**config.mk**
```make
export PLATFORM = sky130hd
export DESIGN_NAME = shift_pid_ctrl
export DESIGN_NICKNAME = d
export VERILOG_FILES = /design/src/rtl/shpid_pkg.sv /design/src/rtl/shpid_sym_clamp.sv /design/src/rtl/shpid_range_clamp.sv /design/src/rtl/shpid_phase_seq.sv /design/src/rtl/shift_pid_ctrl.sv
export SDC_FILE = /design/constraint.sdc
export NUM_CORES = 1
export LEC_CHECK = 0
export ABC_AREA = 1
export BUFFER_PORTS_ARGS = -buffer_cell sky130_fd_sc_hd__buf_2
export CAP_MARGIN = 40
export CORE_MARGIN = 4
export CORE_UTILIZATION = 50
export CTS_CLUSTER_SIZE = 24
export DETAILED_ROUTE_END_ITERATION = 7
export PLACE_DENSITY = 0.78
export SYNTH_ARGS = -nofsm -noshare
export SYNTH_HDL_FRONTEND = slang
export SYNTH_SLANG_ARGS = --single-unit
```
**constraint.sdc**
```tcl
create_clock -name clk -period 5.2 [get_ports clk]
set_clock_uncertainty 0.15 [all_clocks]
set_input_delay 0.52 -clock clk [delete_from_list [all_inputs] [get_ports clk]]
set_output_delay 0.52 -clock clk [all_outputs]
set_load 0.1 [all_outputs]
```
**src/rtl/shpid_pkg.sv**
```systemverilog
package shpid_pkg;

    typedef enum logic [2:0] {
        PH_IDLE,
        PH_PROP,
        PH_INTEG,
        PH_DERIV,
        PH_SUM
    } phase_e;

endpackage

```
**src/rtl/shpid_sym_clamp.sv**
```systemverilog
module shpid_sym_clamp #(
    parameter int IN_W  = 36,
    parameter int LIM_W = 15
) (
    input  logic signed [IN_W-1:0]  val_i,
    input  logic        [LIM_W-1:0] lim_i,
    output logic signed [LIM_W:0]   val_o
);
    localparam int PAD_W = IN_W - LIM_W;

    logic signed [IN_W-1:0] hi_bound;
    logic signed [IN_W-1:0] lo_bound;

    assign hi_bound = $signed({{PAD_W{1'b0}}, lim_i});
    assign lo_bound = -hi_bound;

    always_comb begin
        if (val_i > hi_bound) begin
            val_o = hi_bound[LIM_W:0];
        end else if (val_i < lo_bound) begin
            val_o = lo_bound[LIM_W:0];
        end else begin
            val_o = val_i[LIM_W:0];
        end
    end

    always_comb begin
        AST_CLAMP_WIDTH: assert (IN_W >= LIM_W + 2) else $error("clamp input too narrow");
    end

endmodule

```
**src/rtl/shpid_range_clamp.sv**
```systemverilog
module shpid_range_clamp #(
    parameter int IN_W  = 36,
    parameter int OUT_W = 8
) (
    input  logic signed [IN_W-1:0]  val_i,
    input  logic        [OUT_W-1:0] lo_i,
    input  logic        [OUT_W-1:0] hi_i,
    output logic        [OUT_W-1:0] val_o
);
    localparam int PAD_W = IN_W - OUT_W;

    logic signed [IN_W-1:0] lo_w;
    logic signed [IN_W-1:0] hi_w;

    assign lo_w = $signed({{PAD_W{1'b0}}, lo_i});
    assign hi_w = $signed({{PAD_W{1'b0}}, hi_i});

    always_comb begin
        if (val_i < lo_w) begin
            val_o = lo_i;
        end else if (val_i > hi_w) begin
            val_o = hi_i;
        end else begin
            val_o = val_i[OUT_W-1:0];
        end
    end

endmodule

```
**src/rtl/shpid_phase_seq.sv**
```systemverilog
module shpid_phase_seq
    import shpid_pkg::*;
(
    input  logic   clk,
    input  logic   rst_n,
    input  logic   start_i,
    output phase_e phase_o,
    output logic   done_o
);
    typedef struct packed {
        phase_e phase;
        logic   done;
    } seq_t;

    seq_t seq_d;
    seq_t seq_q;

    always_comb begin
        seq_d      = seq_q;
        seq_d.done = 1'b0;
        case (seq_q.phase)
            PH_IDLE:  if (start_i) seq_d.phase = PH_PROP;
            PH_PROP:  seq_d.phase = PH_INTEG;
            PH_INTEG: seq_d.phase = PH_DERIV;
            PH_DERIV: seq_d.phase = PH_SUM;
            PH_SUM: begin
                seq_d.phase = PH_IDLE;
                seq_d.done  = 1'b1;
            end
            default:  seq_d.phase = PH_IDLE;
        endcase
    end

    always_ff @(posedge clk or negedge rst_n) begin
        if (!rst_n) begin
            seq_q <= '{phase: PH_IDLE, done: 1'b0};
        end else begin
            seq_q <= seq_d;
        end
    end

    assign phase_o = seq_q.phase;
    assign done_o  = seq_q.done;

    AST_DONE_ONE_CYCLE: assert property (@(posedge clk) disable iff (!rst_n)
        done_o |=> !done_o) else $error("done longer than one cycle");
    AST_DONE_LATENCY: assert property (@(posedge clk) disable iff (!rst_n)
        done_o |-> $past(start_i && (phase_o == PH_IDLE), 5)) else $error("done latency wrong");
    AST_ENTRY_FROM_IDLE: assert property (@(posedge clk) disable iff (!rst_n)
        (phase_o == PH_PROP) |-> ($past(phase_o) == PH_IDLE)) else $error("start accepted while busy");

endmodule

```
**src/rtl/shift_pid_ctrl.sv**
```systemverilog
module shift_pid_ctrl
    import shpid_pkg::*;
#(
    parameter int SAMPLE_W = 10,
    parameter int SHIFT_W  = 3,
    parameter int LIM_W    = 15,
    parameter int DUTY_W   = 8
) (
    input  logic                clk,
    input  logic                rst_n,
    input  logic                start,
    input  logic [SAMPLE_W-1:0] sample,
    input  logic [SAMPLE_W-1:0] setpoint,
    input  logic [SHIFT_W-1:0]  kp_shift,
    input  logic [SHIFT_W-1:0]  ki_pre_shift,
    input  logic [SHIFT_W-1:0]  ki_post_shift,
    input  logic [SHIFT_W-1:0]  kd_shift,
    input  logic [LIM_W-1:0]    p_lim,
    input  logic [LIM_W-1:0]    i_lim,
    input  logic [LIM_W-1:0]    d_lim,
    input  logic [DUTY_W-1:0]   duty_min,
    input  logic [DUTY_W-1:0]   duty_max,
    output logic [DUTY_W-1:0]   duty,
    output logic                done
);
    localparam int ERR_W     = SAMPLE_W + 1;
    localparam int TERM_W    = LIM_W + 1;
    localparam int SHIFT_MAX = (1 << SHIFT_W) - 1;
    localparam int WIDE_W    = ERR_W + SHIFT_MAX + LIM_W + DUTY_W + 3;

    typedef struct packed {
        logic signed [ERR_W-1:0]  err;
        logic signed [ERR_W-1:0]  eprev;
        logic signed [TERM_W-1:0] pterm;
        logic signed [TERM_W-1:0] acc;
        logic signed [TERM_W-1:0] iterm;
        logic signed [TERM_W-1:0] dterm;
        logic        [DUTY_W-1:0] duty;
        logic                     valid;
    } state_t;

    state_t st_d;
    state_t st_q;
    phase_e phase_q;

    logic signed [ERR_W-1:0]  err_new;
    logic signed [WIDE_W-1:0] err_w;
    logic signed [WIDE_W-1:0] eprev_w;
    logic signed [WIDE_W-1:0] acc_w;
    logic signed [WIDE_W-1:0] p_raw;
    logic signed [WIDE_W-1:0] acc_raw;
    logic signed [WIDE_W-1:0] d_raw;
    logic signed [WIDE_W-1:0] sum_raw;
    logic signed [TERM_W-1:0] p_sat;
    logic signed [TERM_W-1:0] acc_sat;
    logic signed [TERM_W-1:0] d_sat;
    logic signed [TERM_W-1:0] i_new;
    logic        [DUTY_W-1:0] duty_sat;

    shpid_phase_seq u_seq (
        .clk     (clk),
        .rst_n   (rst_n),
        .start_i (start),
        .phase_o (phase_q),
        .done_o  (done)
    );

    // widen everything so no shift or sum can wrap before saturation
    assign err_new = $signed({1'b0, setpoint}) - $signed({1'b0, sample});
    assign err_w   = {{(WIDE_W-ERR_W){st_q.err[ERR_W-1]}}, st_q.err};
    assign eprev_w = {{(WIDE_W-ERR_W){st_q.eprev[ERR_W-1]}}, st_q.eprev};
    assign acc_w   = {{(WIDE_W-TERM_W){st_q.acc[TERM_W-1]}}, st_q.acc};

    assign p_raw   = err_w <<< kp_shift;
    assign acc_raw = acc_w + (err_w <<< ki_pre_shift);
    assign d_raw   = (err_w - eprev_w) <<< kd_shift;
    assign sum_raw = {{(WIDE_W-TERM_W){st_q.pterm[TERM_W-1]}}, st_q.pterm}
                   + {{(WIDE_W-TERM_W){st_q.iterm[TERM_W-1]}}, st_q.iterm}
                   + {{(WIDE_W-TERM_W){st_q.dterm[TERM_W-1]}}, st_q.dterm};

    shpid_sym_clamp #(.IN_W(WIDE_W), .LIM_W(LIM_W)) u_p_clamp (
        .val_i (p_raw),
        .lim_i (p_lim),
        .val_o (p_sat)
    );

    shpid_sym_clamp #(.IN_W(WIDE_W), .LIM_W(LIM_W)) u_acc_clamp (
        .val_i (acc_raw),
        .lim_i (i_lim),
        .val_o (acc_sat)
    );

    shpid_sym_clamp #(.IN_W(WIDE_W), .LIM_W(LIM_W)) u_d_clamp (
        .val_i (d_raw),
        .lim_i (d_lim),
        .val_o (d_sat)
    );

    shpid_range_clamp #(.IN_W(WIDE_W), .OUT_W(DUTY_W)) u_duty_clamp (
        .val_i (sum_raw),
        .lo_i  (duty_min),
        .hi_i  (duty_max),
        .val_o (duty_sat)
    );

    // second integral stage: arithmetic right shift floors negative values
    assign i_new = acc_sat >>> ki_post_shift;

    always_comb begin
        st_d = st_q;
        case (phase_q)
            PH_IDLE:  if (start) st_d.err = err_new;
            PH_PROP:  st_d.pterm = p_sat;
            PH_INTEG: begin
                st_d.acc   = acc_sat;
                st_d.iterm = i_new;
            end
            PH_DERIV: begin
                st_d.dterm = d_sat;
                st_d.eprev = st_q.err;
            end
            PH_SUM: begin
                st_d.duty  = duty_sat;
                st_d.valid = 1'b1;
            end
            default: st_d = st_q;
        endcase
    end

    always_ff @(posedge clk or negedge rst_n) begin
        if (!rst_n) begin
            st_q <= '0;
        end else begin
            st_q <= st_d;
        end
    end

    assign duty = st_q.valid ? st_q.duty : duty_min;

    AST_P_BOUND: assert property (@(posedge clk) disable iff (!rst_n)
        (phase_q == PH_INTEG) |-> (st_q.pterm <= $signed({1'b0, $past(p_lim)}) &&
                                   st_q.pterm >= -$signed({1'b0, $past(p_lim)})))
        else $error("proportional term out of bound");
    AST_ACC_BOUND: assert property (@(posedge clk) disable iff (!rst_n)
        (phase_q == PH_DERIV) |-> (st_q.acc <= $signed({1'b0, $past(i_lim)}) &&
                                   st_q.acc >= -$signed({1'b0, $past(i_lim)})))
        else $error("accumulator out of bound");
    AST_D_BOUND: assert property (@(posedge clk) disable iff (!rst_n)
        (phase_q == PH_SUM) |-> (st_q.dterm <= $signed({1'b0, $past(d_lim)}) &&
                                 st_q.dterm >= -$signed({1'b0, $past(d_lim)})))
        else $error("derivative term out of bound");
    AST_EPREV_TRACKS: assert property (@(posedge clk) disable iff (!rst_n)
        (phase_q == PH_SUM) |-> (st_q.eprev == st_q.err))
        else $error("previous error not updated");
    AST_DUTY_WINDOW: assert property (@(posedge clk) disable iff (!rst_n)
        (done && $past(duty_min <= duty_max)) |->
            (duty >= $past(duty_min) && duty <= $past(duty_max)))
        else $error("duty outside window");
    AST_DUTY_HOLD: assert property (@(posedge clk) disable iff (!rst_n)
        ($past(phase_q) != PH_SUM) |-> $stable(st_q.duty))
        else $error("duty changed without done");
    AST_RESET_IDLE: assert property (@(posedge clk) disable iff (!rst_n)
        !st_q.valid |-> (duty == duty_min))
        else $error("duty not at minimum before first result");

endmodule

```
Yosys cells after proc, flatten, opt, wreduce, memory -nomap -nowiden --
Index checks and enable logic that the tools add are counted.
Word-level totals: output and inout port bits 9, register bits after elaboration 99
Cells by class: eq/ne operators 5, shift-type cells 4, add/subtract/negate cells 8, multiplexer cells 12, reduce and logical (&&, ||, !) cells 2, $lt $le $gt $ge 8
Operators by type and width (count):
- $gt 44x16->1 | 3
- $lt 44x44->1 | 3
- $neg 15->44 | 3
- $mux 16 | 6
- $sshl 11x3->44 | 2
- $add 16x44->44 | 1
- $sshl 12x3->44 | 1
- $mux 8 | 3
- $add 17x16->18 | 1
- $gt 18x9->1 | 1
- $lt 18x9->1 | 1
- $add 16x16->17 | 1
- $sshr 16x3->16 | 1
- $pmux 3 s4 | 1
- $sub 11x11->12 | 1
- $sub 10x10->11 | 1
- $eq 3x2->1 const B | 2
- $eq 3x1->1 const B | 1
- $eq 3x3->1 const B | 1
- $logic_not 3->1 | 1
- $mux 3 | 1
- $ne 2x2->1 const B | 1
- $reduce_and 2->1 | 1
- $mux 1 | 1

Depth between registers and ports, before layout --
word-level depth 6, gate-level depth with buffers 41

Cells and area by module --
From an unflattened synthesis, not the netlist that was laid out.
Second synthesis, totals: cells, all modules 2591, area, all modules 16694.8 um^2
By module, submodules not included:
- shift_pid_ctrl | area an instance 8290.5 um^2, cells an instance 1137, times used 1, sequential area each 2352.3 um^2
- shpid_sym_clamp | area an instance 2409.8 um^2, cells an instance 417, times used 3, sequential area each 0.0 um^2
- shpid_range_clamp | area an instance 1029.7 um^2, cells an instance 188, times used 1, sequential area each 0.0 um^2
- shpid_phase_seq | area an instance 145.1 um^2, cells an instance 15, times used 1, sequential area each 100.1 um^2

Worst setup path before layout --
No wires, ideal clock.
path type input to register, from input port ki_pre_shift[0], to register st_q[37] (netlist name), library setup time 0.078 ns, data required time 4.972 ns, cell stages on the path 34, setup slack 0.342 ns, data arrival time 4.630 ns, buffers on the path 4, cell sequence clkbuf_1 > clkbuf_1 > nand2_1 > o21ai_0 > nand2_1 > nor2_1 > inv_1 > fa_1 > nand3b_1 > nand2_1 > nand2_1 > nand2_1 > nand3_1 > nand3_2 > clkbuf_1 > inv_1 > ha_1 > nand2_1 > nor3_1 > nand3_1 > nor2_1 > nand2_1 > nand3_1 > nand2_1 > nand2_1 > buf_2 > nand2_1 > o21ai_0 > nand2_1 > nand2_1 > nand3_1 > nand2_1 > nand2_1 > a21boi_1
Between the ends: word-level cells in the longest chain between the ends 6
RTL lines:
- from (decl) | line shift_pid_ctrl.sv:15 | input logic [SHIFT_W-1:0] ki_pre_shift,
- $sshl 11x3->44 * | line shift_pid_ctrl.sv:75 | assign acc_raw = acc_w + (err_w <<< ki_pre_shift);
- $add 16x44->44 * | line shift_pid_ctrl.sv:75
- $lt 44x44->1 | line shpid_sym_clamp.sv:20 | end else if (val_i < lo_bound) begin
- $mux 16 | line shpid_sym_clamp.sv:20
- $mux 16 * | line shpid_sym_clamp.sv:18 | if (val_i > hi_bound) begin
- $sshr 16x3->16 * | line shift_pid_ctrl.sv:107 | assign i_new = acc_sat >>> ki_post_shift;
- to (signal assigned) | line shift_pid_ctrl.sv:134 | st_q <= st_d;
- to (decl) | line shift_pid_ctrl.sv:43 | state_t st_q;
Mark *: on every way between the ends. The rest lies on a longest branch, timed or not. A chain may end at the register's enable or synchronous reset.

Worst setup path in the final report --
from register st_q (netlist bit err_w[0]), to register st_q[16] (netlist name)
Between the ends: word-level cells in the longest chain between the ends 5
RTL lines:
- $sub 11x11->12 * | line shift_pid_ctrl.sv:76 | assign d_raw = (err_w - eprev_w) <<< kd_shift;
- $sshl 12x3->44 * | line shift_pid_ctrl.sv:76
- $lt 44x44->1 | line shpid_sym_clamp.sv:20
- $mux 16 | line shpid_sym_clamp.sv:20
- $mux 16 * | line shpid_sym_clamp.sv:18
Marks and branches as above.

==> impl_metrics.env <==
export IMPL_most_frequent_cells_in_the_layout="nand2_1 (649), inv_1 (272), ha_1 (225)"
export IMPL_globalRoute_totalOverflow=0
export IMPL_fraction_of_final_layout_cells_with_drive_strength_greater_than_1_pct=10.9
export IMPL_synth_compound_area_share_pct=15.1
export IMPL_cp_bufs_invs=5
export IMPL_syn_num_nets=2661
export IMPL_crit_reg2reg_capture="st_q[16]"
export IMPL_clock_latency_ps=360
export IMPL_number_of_routed_nets_with_antenna_violations=0
export IMPL_critPathCapture="st_q[16]"
export IMPL_number_of_antenna_violations_at_the_first_check_in_global_routing=2
export IMPL_timing_max_cap_violations=0
export IMPL_grt_pass1_vias=14600
export IMPL_worst_r2r_path_depth=30
export IMPL_path_clk_slew_ps=80
export IMPL_yosys_area_share_xor_xnor_pct=3.40
export IMPL_clock_tree_htree_level_count=3
export IMPL_dieWidth_um=181
export IMPL_yosysWarningCount=0
export IMPL_cts_num_sinks=98
export IMPL_final_design_area_no_fill_mm2=0.0166
export IMPL_clock_root_buffer="clkbuf_16"
export IMPL_worst_path_max_delay_cell="dfrtp_1"
export IMPL_timing_critical_path_required_ps=5350
export IMPL_fp_row_count=62
export IMPL_syn_area_per_cell_um2=6.43
export IMPL_netlist_top_cells_area="ha_1 (19%), nand2_1 (17%), dfrtp_1 (16%)"
export IMPL_startpoint="err_w[0]"
export IMPL_maxSlewHeadroom_pct=51.1
export IMPL_area_delta_synth_final_pct=11.6
export IMPL_most_common_cell_after_layout_fill_and_taps_aside="nand2_1"
export IMPL_post_synth_num_cell_types=53
export IMPL_portBuffers=104
export IMPL_placement_cell_area_mm2=0.0161
export IMPL_drt_wirelength_per_cell_um=15.3
export IMPL_detail_route_wirelength_mm=43.3
export IMPL_worst_r2r_setup_slack_ps=350
export IMPL_synth_yosys_seq_area_share_pct=16.4
export IMPL_postSynthCellCount=2320
export IMPL_via_count=16000
export IMPL_grt_start_max_net_pins=69
export IMPL_post_synth_fa_ha_maj_area_fraction_pct=21.6
export IMPL_cts_inserted_buffers=9
export IMPL_fin_crit_sh_pct=93.3
export IMPL_hold_slack_ps=-6.17
export IMPL_routed_via_density=5.64
export IMPL_synth_simple_gate_area_share_pct=33.4
export IMPL_drt_first_iter_violations=1458
export IMPL_syn_cell_area_mm2=0.0149
export IMPL_synth_top_flop_cell="dfrtp_1"
export IMPL_synthDominantAreaCellType="ha_1"
export IMPL_start_util_pct=51.3
export IMPL_hpwl_after_detailed_placement_mm=35.4
export IMPL_arrival_ps=5010
export IMPL_cpLargestDelayFamily="simple AND/OR/NAND/NOR gates"
export IMPL_fp_dieH_um=181
export IMPL_r2r_start="err_w[0]"
export IMPL_io_pins=105
export IMPL_number_of_enable_flip_flop_cells_after_synthesis=0
export IMPL_detailedRoute_firstPassIterationCount=7
export IMPL_tritoncts="yes"
export IMPL_ctsLongestPathBuffers=2
export IMPL_max_freq_mhz=206
export IMPL_share_of_cell_area_taken_by_muxes_after_synthesis_pct=1.14
export IMPL_synth_seq_cells=98
export IMPL_timing_critical_path_to_type="flop"
export IMPL_dieArea_mm2=0.0327
export IMPL_path_depth=30
export IMPL_fin_max_slew_vios=0
export IMPL_start_kind="flop"
export IMPL_setup_viol_count_final=0
export IMPL_drc=0
export IMPL_finish_cell_count_without_fillers=2829
export IMPL_dp_cells=2796
export IMPL_yosysTopAreaCellShare_pct=18.9
export IMPL_hold_viol=2
export IMPL_gp_congestion=0.978
export IMPL_finalWorstPathRequiredPeriod_ps=4850
export IMPL_final_nets=2779
export IMPL_async_sr_flop_fraction_pct=100
export IMPL_violations="negative hold slack"
export IMPL_crit_top_cell="nand2_1"
export IMPL_groute_usage_overall_pct=25.0
export IMPL_cts_hold_fix_buffers=0
export IMPL_worst_path_largest_cell_delay_ps=430
export IMPL_outcome="complete, but fails checks"
export IMPL_grt_first_pass_wirelength_mm=70.0
export IMPL_final_core_util_pct=57.2
export IMPL_worst_path_max_fanout=10
export IMPL_worst_hold_path_type="in2async"
export IMPL_worst_slew_pin_slew_ps=731
export IMPL_setup_worst_path_class="reg2reg"
export IMPL_combinational_family_with_the_most_area_after_synthesis="simple AND/OR/NAND/NOR gates"
export IMPL_core_area_mm2=0.0291
routing by layer:
metal | vias up | global-route usage [%] | routed length, um
met2 | 557 | 41.8 | 20300
met1 | 7338 | 34.8 | 19300
met4 | 0 | 5.81 | 702
met5 | - | 0 | 0
li1 | 7994 | - | -
met3 | 71 | 3.00 | 3000
cells in the mapped netlist, types with 9 or more instances:
master,count
nand2_1,656
inv_1,272
ha_1,225
nand3_1,225
o21ai_0,171
a21oi_1,150
nor2_1,111
dfrtp_1,98
nor3_1,62
xor2_1,46
clkbuf_1,44
or2_2,27
nand4_1,25
fa_1,20
o21a_1,19
mux2i_1,17
buf_2,15
xnor2_1,12
o21bai_1,11
nor4_1,10
a21boi_1,9
sequential cells by signal, summed over array words and instances (netlist names):
signal         cells
acc_w             16
st_q              56
u_seq.phase_o      3
err_w             11
u_seq.done_o       1
eprev_w           11
how the worst min path moves through the flow:
stage | slack [ps] | depth (start not counted) | from | to
floorplan | 70 | 0 | rst_n | acc_w[0]
global placement | 310 | 2 | st_q[3] | st_q[3]
detailed placement | 320 | 2 | st_q[2] | st_q[2]
CTS | 20 | 2 | rst_n | st_q[26]
global route | 30 | 2 | rst_n | st_q[27]
finish | -6 | 2 | rst_n | st_q[28]
cell families after synthesis:
group                    Yosys count
flip-flops                        98
XOR/XNOR                          58
multiplexers                      17
AO/OA/AOI/OAI                    409
adder cells (fa/ha/maj)          245
buffers and inverters            344
AND/OR/NAND/NOR                 1149
final cells by class:
class / count / area (um^2)
fill: 2823 / 12400
multi-input combinational: 1880 / 11300
sequential: 98 / 2450
timing repair buffer: 171 / 1070
inverter: 278 / 1040
tap: 384 / 480
clock buffer: 9 / 225
clock inverter: 7 / 75.1
antenna: 2 / 5.00
through the flow:
step	setup WS, ps	setup TNS (ps)
3_5_place_dp	-144	-1360
6_report	348	0
4_1_cts	149	0
5_1_grt	-22.0	-74.9
3_3_place_gp	52.8	0
2_1_floorplan	342	0
repair_timing:
action	CTS	global route
resized for setup	0	44
endpoints found under the setup margin	0	45
setup buffers	0	13
Power is not shown: default switching activity piles up to over one toggle a cycle in this logic, so the estimate is an artifact.
